## config.mk

```make
export PLATFORM = sky130hd
export DESIGN_NAME = pbp_ocp_supervisor
export DESIGN_NICKNAME = d
export VERILOG_FILES = /design/src/rtl/pbp_pkg.sv /design/src/rtl/pbp_sync.sv /design/src/rtl/pbp_switch_fsm.sv /design/src/rtl/pbp_flag_merge.sv /design/src/rtl/pbp_ocp_supervisor.sv
export SDC_FILE = /design/constraint.sdc
export NUM_CORES = 1
export LEC_CHECK = 0
export ABC_AREA = 1
export BUFFER_PORTS_ARGS = -buffer_cell sky130_fd_sc_hd__buf_2
export CAP_MARGIN = 20
export CORE_MARGIN = 1.5
export CORE_UTILIZATION = 35
export DETAILED_ROUTE_END_ITERATION = 8
export HOLD_SLACK_MARGIN = 0.12
export PLACE_DENSITY = 0.59
export SLEW_MARGIN = 10
export SYNTH_ARGS = -nofsm -noshare
export SYNTH_HDL_FRONTEND = slang
export SYNTH_HIERARCHICAL = 1
export SYNTH_SLANG_ARGS = --single-unit
```

## constraint.sdc

```tcl
create_clock -name clk -period 1 [get_ports clk]
set_input_delay 0.1 -clock clk [delete_from_list [all_inputs] [get_ports clk]]
set_output_delay 0.1 -clock clk [all_outputs]
set_load 0.02 [all_outputs]
```

## src/rtl/pbp_pkg.sv

```systemverilog
package pbp_pkg;

    typedef enum logic [1:0] {
        SW_IDLE  = 2'd0,
        SW_DRIVE = 2'd1,
        SW_LIMIT = 2'd2,
        SW_BLOCK = 2'd3
    } sw_state_e;

endpackage

```

## src/rtl/pbp_sync.sv

```systemverilog
// Two-stage synchronizer for a bundle of asynchronous level inputs.
module pbp_sync #(
    parameter int W       = 6,
    parameter bit RST_BIT = 1'b0
) (
    input  logic         clk,
    input  logic         rst,
    input  logic [W-1:0] d_in,
    output logic [W-1:0] d_out
);
    localparam logic [W-1:0] RST_VEC = {W{RST_BIT}};

    logic [W-1:0] stage1;

    always_ff @(posedge clk) begin
        if (rst) begin
            stage1 <= RST_VEC;
            d_out  <= RST_VEC;
        end else begin
            stage1 <= d_in;
            d_out  <= stage1;
        end
    end
endmodule

```

## src/rtl/pbp_switch_fsm.sv

```systemverilog
// Per-switch pulse-by-pulse protection state machine.
module pbp_switch_fsm
    import pbp_pkg::*;
(
    input  logic clk,
    input  logic rst,
    input  logic cmd_on,
    input  logic sc_hit,
    input  logic warn_hit,
    output logic gate_on,
    output logic trip,
    output logic limit,
    output logic on_edge
);
    sw_state_e state, nxt, start_state;
    logic      cmd_q;

    // previous synchronized command, for on-edge detection
    always_ff @(posedge clk) begin
        if (rst) cmd_q <= 1'b0;
        else     cmd_q <= cmd_on;
    end

    assign on_edge = cmd_on & ~cmd_q;

    // state a fresh pulse begins in (START)
    always_comb begin
        if (sc_hit)        start_state = SW_BLOCK;
        else if (warn_hit) start_state = SW_LIMIT;
        else               start_state = SW_DRIVE;
    end

    always_comb begin
        nxt = state;
        if (on_edge) begin
            nxt = start_state;
        end else begin
            unique case (state)
                SW_IDLE:  nxt = SW_IDLE;
                SW_DRIVE: begin
                    if (!cmd_on)       nxt = SW_IDLE;
                    else if (sc_hit)   nxt = SW_BLOCK;
                    else if (warn_hit) nxt = SW_LIMIT;
                end
                SW_LIMIT: begin
                    if (cmd_on && sc_hit) nxt = SW_BLOCK;
                end
                SW_BLOCK: nxt = SW_BLOCK;
            endcase
        end
    end

    // state register
    always_ff @(posedge clk) begin
        if (rst) state <= SW_IDLE;
        else     state <= nxt;
    end

    // registered gate output, aligned with the state register
    always_ff @(posedge clk) begin
        if (rst) gate_on <= 1'b0;
        else     gate_on <= cmd_on & (nxt != SW_BLOCK);
    end

    always_comb begin
        trip  = (state == SW_BLOCK);
        limit = (state == SW_LIMIT);
    end
endmodule

```

## src/rtl/pbp_flag_merge.sv

```systemverilog
// Combines per-switch states into the shared active-low lines.
module pbp_flag_merge #(
    parameter int N_SW = 6
) (
    input  logic [N_SW-1:0] trip,
    input  logic [N_SW-1:0] limit,
    output logic            fault_n,
    output logic            warn_n
);
    always_comb begin
        fault_n = ~(|trip);
        warn_n  = ~(|limit);
    end
endmodule

```

## src/rtl/pbp_ocp_supervisor.sv

```systemverilog
module pbp_ocp_supervisor #(
    parameter int N_SW = 6
) (
    input  logic            clk,
    input  logic            rst,
    input  logic [N_SW-1:0] cmd_n,
    input  logic [N_SW-1:0] sc_hit,
    input  logic [N_SW-1:0] warn_hit,
    output logic [N_SW-1:0] gate_on,
    output logic            fault_n,
    output logic            warn_n
);
    logic [N_SW-1:0] cmd_n_s, cmd_on_s, sc_s, warn_s;
    logic [N_SW-1:0] trip_v, lim_v, edge_v;

    pbp_sync #(.W(N_SW), .RST_BIT(1'b1)) u_sync_cmd (
        .clk(clk), .rst(rst), .d_in(cmd_n), .d_out(cmd_n_s)
    );
    pbp_sync #(.W(N_SW), .RST_BIT(1'b0)) u_sync_sc (
        .clk(clk), .rst(rst), .d_in(sc_hit), .d_out(sc_s)
    );
    pbp_sync #(.W(N_SW), .RST_BIT(1'b0)) u_sync_warn (
        .clk(clk), .rst(rst), .d_in(warn_hit), .d_out(warn_s)
    );

    assign cmd_on_s = ~cmd_n_s;

    for (genvar i = 0; i < N_SW; i++) begin : g_sw
        pbp_switch_fsm u_fsm (
            .clk      (clk),
            .rst      (rst),
            .cmd_on   (cmd_on_s[i]),
            .sc_hit   (sc_s[i]),
            .warn_hit (warn_s[i]),
            .gate_on  (gate_on[i]),
            .trip     (trip_v[i]),
            .limit    (lim_v[i]),
            .on_edge  (edge_v[i])
        );
    end

    pbp_flag_merge #(.N_SW(N_SW)) u_merge (
        .trip(trip_v), .limit(lim_v), .fault_n(fault_n), .warn_n(warn_n)
    );
endmodule

```

==> flow_metrics.tcl, run 1 <==
set metrics [dict create \
    routed_wl_mm 3.73 \
    nNetsFinal 387 \
    cts.htree.levels 3 \
    clkLatencyLatePin_ns 0.33 \
    gp_congestion 0.816 \
    rows 29 \
    cp-end-kind "output port" \
    drc 0 \
    final.period_utilization 1.32 \
    viasPerCell 4.00 \
    finalSetupViolCount 2 \
    fill_cells 632 \
    fin_ws_ns -0.323 \
    hold_start "rst" \
    crit_path_start_kind "flip-flop" \
    tightest_slew_ns 0.306 \
    fin_util 0.474 \
    p_leak_uw 0.00155 \
    path_class "flip-flop to output port" \
    power_uw 4840 \
    cts.sinks 60 \
    initial_utilization 0.361 \
    post_drt_wl_per_cell_microns 8.31 \
    synthCells 302 \
    hp-class "input pin to flip-flop" \
    skew_ns 0.00515 \
    final_common_cell "inv_1" \
    syn2layout_area_growth_pct 31.2 \
    first_global_vias 1675 \
    status "finished, violations left" \
    syn_nets 322 \
    r2r-start "g_sw[4].u_fsm/state[0]" \
    clk_pin_slew_worst_paths_ns 0.06 \
    hpwlAfterDp_mm 2.62 \
    irDropWorstVdd_mv 0.771 \
    clk_path_buf_depth 2 \
    antenna_found_initial 0 \
    clockRootBuffer "clkbuf_8" \
    cts_tree "yes" \
    grt_setup_unrepaired "true" \
    final_cell_mix "inv_1 (84), nand2_1 (49), dfxtp_1 (49)" \
    vias 1796 \
    crit_start "g_sw[0].u_fsm/state[1]" \
    syn_avg_cell_area_sq_um 7.60 \
    dieArea_sq_um 7050 \
    cp.arrival_ns 1.22 \
    dpl_cell_area_sq_um 2580 \
    die_w_microns 84.0 \
    worstPathMaxFanout 3 \
    syn_area_sq_um 2290 \
    grt_start_max_net_pins 13 \
    drtIter0Drc 39 \
    fin_crit_ns 1.32 \
    dp_slack_ns 0.00929 \
    boundaryPins 28 \
    grt_pass1_wl_mm 6.63 \
    hold_viol_final 0 \
    slew_headroom 0.796 \
    firstDrtPassIters 5 \
    portBuffers 27 \
    worst_ep_required_time_ns 0.90 \
    ant_nets 0 \
    grt.total_usage 0.122 \
    slew_viol_final 0 \
    grt_overflow 0 \
    powerDensity_nw_per_um2 1610 \
    max_freq_ghz 0.756 \
    core_sq_um 6350 \
    drive_gt1_frac 0.272 \
    cts_buffers 9 \
    violations "setup timing" \
    antennaDiodeCount 0 \
    ys_warn_count 6 \
    die_h_microns 84.0 \
    drv_cap 0 \
    fin_area_sq_um 3010 \
]
-- per-stage QoR --
stage          TNS, ns  hold WS, ns  instances
5_1_grt         -0.755        0.137        449
2_1_floorplan        0        0.169        302
6_report        -0.605        0.134        449
3_3_place_gp         0        0.280        410
3_5_place_dp         0        0.283        410
4_1_cts         -0.607        0.123        449
-- worst max-delay path, stage by stage (launching register included) --
cell	delay, ns
dfxtp_2	0.33
nand2_2	0.06
inv_2	0.03
or2_1	0.22
nor2_2	0.12
buf_6	0.12
-- registers in the layout (all words and copies together), names as in the netlist --
signal	flops
g_sw.u_fsm/state	12
g_sw.u_fsm/cmd_q	6
g_sw.u_fsm/gate_on	6
u_sync_cmd/d_out	6
u_sync_cmd/stage1	6
u_sync_sc/d_out	6
u_sync_sc/stage1	6
u_sync_warn/d_out	6
u_sync_warn/stage1	6
-- timing repair --
action | 4_1_cts | 5_1_grt
gates resized for setup | 16 | 5
endpoints found under the hold margin | 18 | 0
pin swaps | 9 | 5
setup endpoints to repair | 2 | 2
hold buffers | 19 | 0
buffers inserted | 4 | 0
gates cloned | 0 | 0
-- per-layer routing --
layer	global-route usage	wire length (microns)
met2	0.206	1740
met5	0	0
met3	0.0425	149
met1	0.126	1720
met4	0.0849	119
-- final timing paths --
check                                              to  slack, ns  cells past startpoint
worst min-delay path             u_sync_warn/d_out[5]       0.13                      2
worst max-delay path                          fault_n      -0.32                      5
worst max register to register  g_sw[4].u_fsm/gate_on       0.12                      6
worst min register to register    u_sync_cmd/d_out[4]       0.40                      2
-- layout make-up --
class / count / area (sq um) / area share
Tap cell: 77 / 96.3 / 0.0320
Sequential cell: 60 / 1210 / 0.403
Clock buffer: 15 / 176 / 0.0586
Clock inverter: 1 / 5.00 / 0.00166
Inverter: 91 / 342 / 0.113
Multi-Input combinational cell: 148 / 723 / 0.240
Timing Repair Buffer: 57 / 454 / 0.151
-- report_power, final --
group	internal, uW	switching [uW]
combinational	182	184
clock	1100	857
sequential	2490	34.2
No activity file was read; power rests on OpenSTA's default activity.
==> inputs of run 2 (changes only) <==
--- a/config.mk
+++ b/config.mk
@@ -12,7 +12,6 @@
 export CORE_UTILIZATION = 35
 export DETAILED_ROUTE_END_ITERATION = 8
 export HOLD_SLACK_MARGIN = 0.12
-export PLACE_DENSITY = 0.59
 export SLEW_MARGIN = 10
 export SYNTH_ARGS = -nofsm -noshare
 export SYNTH_HDL_FRONTEND = slang
==> run 2 against run 1 <==
Effect of this change:
- wire length grew 3.4%
- critical path depth is the same
- global-route usage increased by 0.98 points
- first-iteration DRC count increased by 41%
- non-clock buffer count decreased by 1
- worst setup slack improved by 0.023 ns
- hold slack improved by 0.033 ns
- the run still ends with setup timing left
- sequential cell count did not move
- die area did not move
- register-to-register slack barely moved
- critical endpoint unchanged
- utilization grew 0.12 points
==> flow_metrics.tcl, run 2 (same netlist as run 1, synthesis figures left out) <==
set metrics [dict create \
    hpwlAfterDp_mm 2.57 \
    rows 29 \
    antenna_found_initial 0 \
    cp_top_family "simple AND/OR/NAND/NOR gates" \
    post_drt_wl_per_cell_microns 8.62 \
    first_global_vias 1772 \
    syn2layout_area_growth_pct 31.6 \
    vias 1814 \
    violations "setup timing" \
    wl_met1_mm 1.74 \
    clockRootBuffer "clkbuf_8" \
    crit_chain "nand2_1 > inv_1 > or2_1 > nor2_2 > buf_6" \
    fill_cells 606 \
    initial_utilization 0.361 \
    powerDensity_nw_per_um2 1680 \
    worstPathMaxFanout 3 \
    cts.htree.levels 3 \
    max_freq_ghz 0.769 \
    hold_viol_final 0 \
    core_sq_um 6350 \
    grt.total_usage 0.132 \
    worst_ep_required_time_ns 0.90 \
    regArea_sq_um 1220 \
    top_layer "met4" \
    p_leak_uw 0.00156 \
    routed_wl_mm 3.86 \
    portBuffers 27 \
    slew_headroom 0.878 \
    clkLatencyLatePin_ns 0.33 \
    clk_path_buf_depth 2 \
    cp-end-kind "output port" \
    drv_cap 0 \
    cts_tree "yes" \
    dieArea_sq_um 7050 \
    die_w_microns 84.0 \
    met2_length_mm 1.88 \
    dp_slack_ns 0.0204 \
    grt_overflow 0 \
    finalSetupViolCount 2 \
    fin_area_sq_um 3020 \
    gp_congestion 0.810 \
    ant_nets 0 \
    die_h_microns 84.0 \
    status "finished, violations left" \
    tightest_slew_ns 0.183 \
    final_cell_mix "inv_1 (86), nand2_1 (49), dfxtp_1 (48)" \
    irDropWorstVdd_mv 0.779 \
    viasPerCell 4.05 \
    nNetsFinal 386 \
    antennaDiodeCount 0 \
    fin_crit_ns 1.30 \
    largest_reg_flops 12 \
    firstDrtPassIters 4 \
    drive_gt1_frac 0.283 \
    grt_start_max_net_pins 23 \
    final.period_utilization 1.30 \
    cts_buffers 9 \
    grt_pass1_wl_mm 7.20 \
    cts.sinks 60 \
    crit_path_start_kind "flip-flop" \
    skew_ns 0.00545 \
    path_buf_inv 2 \
    slew_viol_final 0 \
    clk_pin_slew_worst_paths_ns 0.07 \
    grt_setup_unrepaired "true" \
    largest-register "g_sw.u_fsm/state" \
    path_class "flip-flop to output port" \
    drc 0 \
    met3_length_microns 143 \
    slowest_delay_ns 0.33 \
    fin_ws_ns -0.300 \
    boundaryPins 28 \
    final_common_cell "inv_1" \
    slowest_stage "dfxtp_2" \
    hold_depth 3 \
    hp-class "input pin to flip-flop" \
    r2r_cells 5 \
    drtIter0Drc 55 \
    cp.depth 5 \
    dpl_cell_area_sq_um 2560 \
    cp.arrival_ns 1.20 \
    fin_util 0.475 \
    power_uw 5070 \
    multi_input_area_sq_um 731 \
]
[run 2: changes by cell type in the layout (fill, tap and decap cells not counted), sizes merged]
cell         previous run  this run
dlygate4sd3            19        18
bufinv                  0         1
clkinvlp                0         1
clkinv                  1         2
clkbuf                 15        12
[run 2: cell type report]
| type | count | area share |
|---|---|---|
| multi-input cells | 148 | 0.242 |
| clock inverters | 4 | 0.0157 |
| clock buffers | 12 | 0.0514 |
| flip-flops and latches | 60 | 0.403 |
| repair buffers | 56 | 0.143 |
| well taps | 77 | 0.0319 |
| inverters | 91 | 0.113 |
[run 2: where the power goes]
part,switching [uW],internal (uW)
Clock,910,1280
Sequential,35.2,2490
Combinational,186,173
[run 2: repair_timing]
item / in CTS / in global routing
hold buffers: 18 / 0
endpoints found under the setup margin: 2 / 2
resized for setup: 17 / 6
gates cloned: 0 / 0
pin swaps: 8 / 3
setup buffers: 5 / 0
hold endpoints to repair: 18 / 0
[run 2: worst reg2reg max path, cell delays in order, from the launching register on]
cell and delay, ns:
dfxtp_1 0.31, inv_1 0.14, nand2_2 0.09, nand2_1 0.09, nand2_1 0.07, a21oi_2 0.13
[run 2: stage by stage]
stage | setup TNS, ns | std cells | hold WS, ns
finish | -0.597 | 448 | 0.167
global route | -0.787 | 448 | 0.161
CTS | -0.633 | 448 | 0.153
detailed placement | 0 | 409 | 0.280
global placement | 0 | 409 | 0.281
floorplan | 0 | 302 | 0.169
[run 2: routing by layer]
layer / global-route usage / vias up
met5: 0 / -
met4: 0.0939 / 0
met3: 0.0445 / 8
met2: 0.221 / 29
met1: 0.137 / 778
li1: - / 999
[run 2: path summary, 6_finish.rpt]
path,start,endpoint,slack [ns]
worst max register to register,u_sync_cmd/d_out[2],g_sw[2].u_fsm/gate_on,0.12
worst min register to register,u_sync_warn/stage1[3],u_sync_warn/d_out[3],0.40
worst max-delay path,g_sw[1].u_fsm/state[1],fault_n,-0.30
worst min-delay path,rst,g_sw[4].u_fsm/state[1],0.17
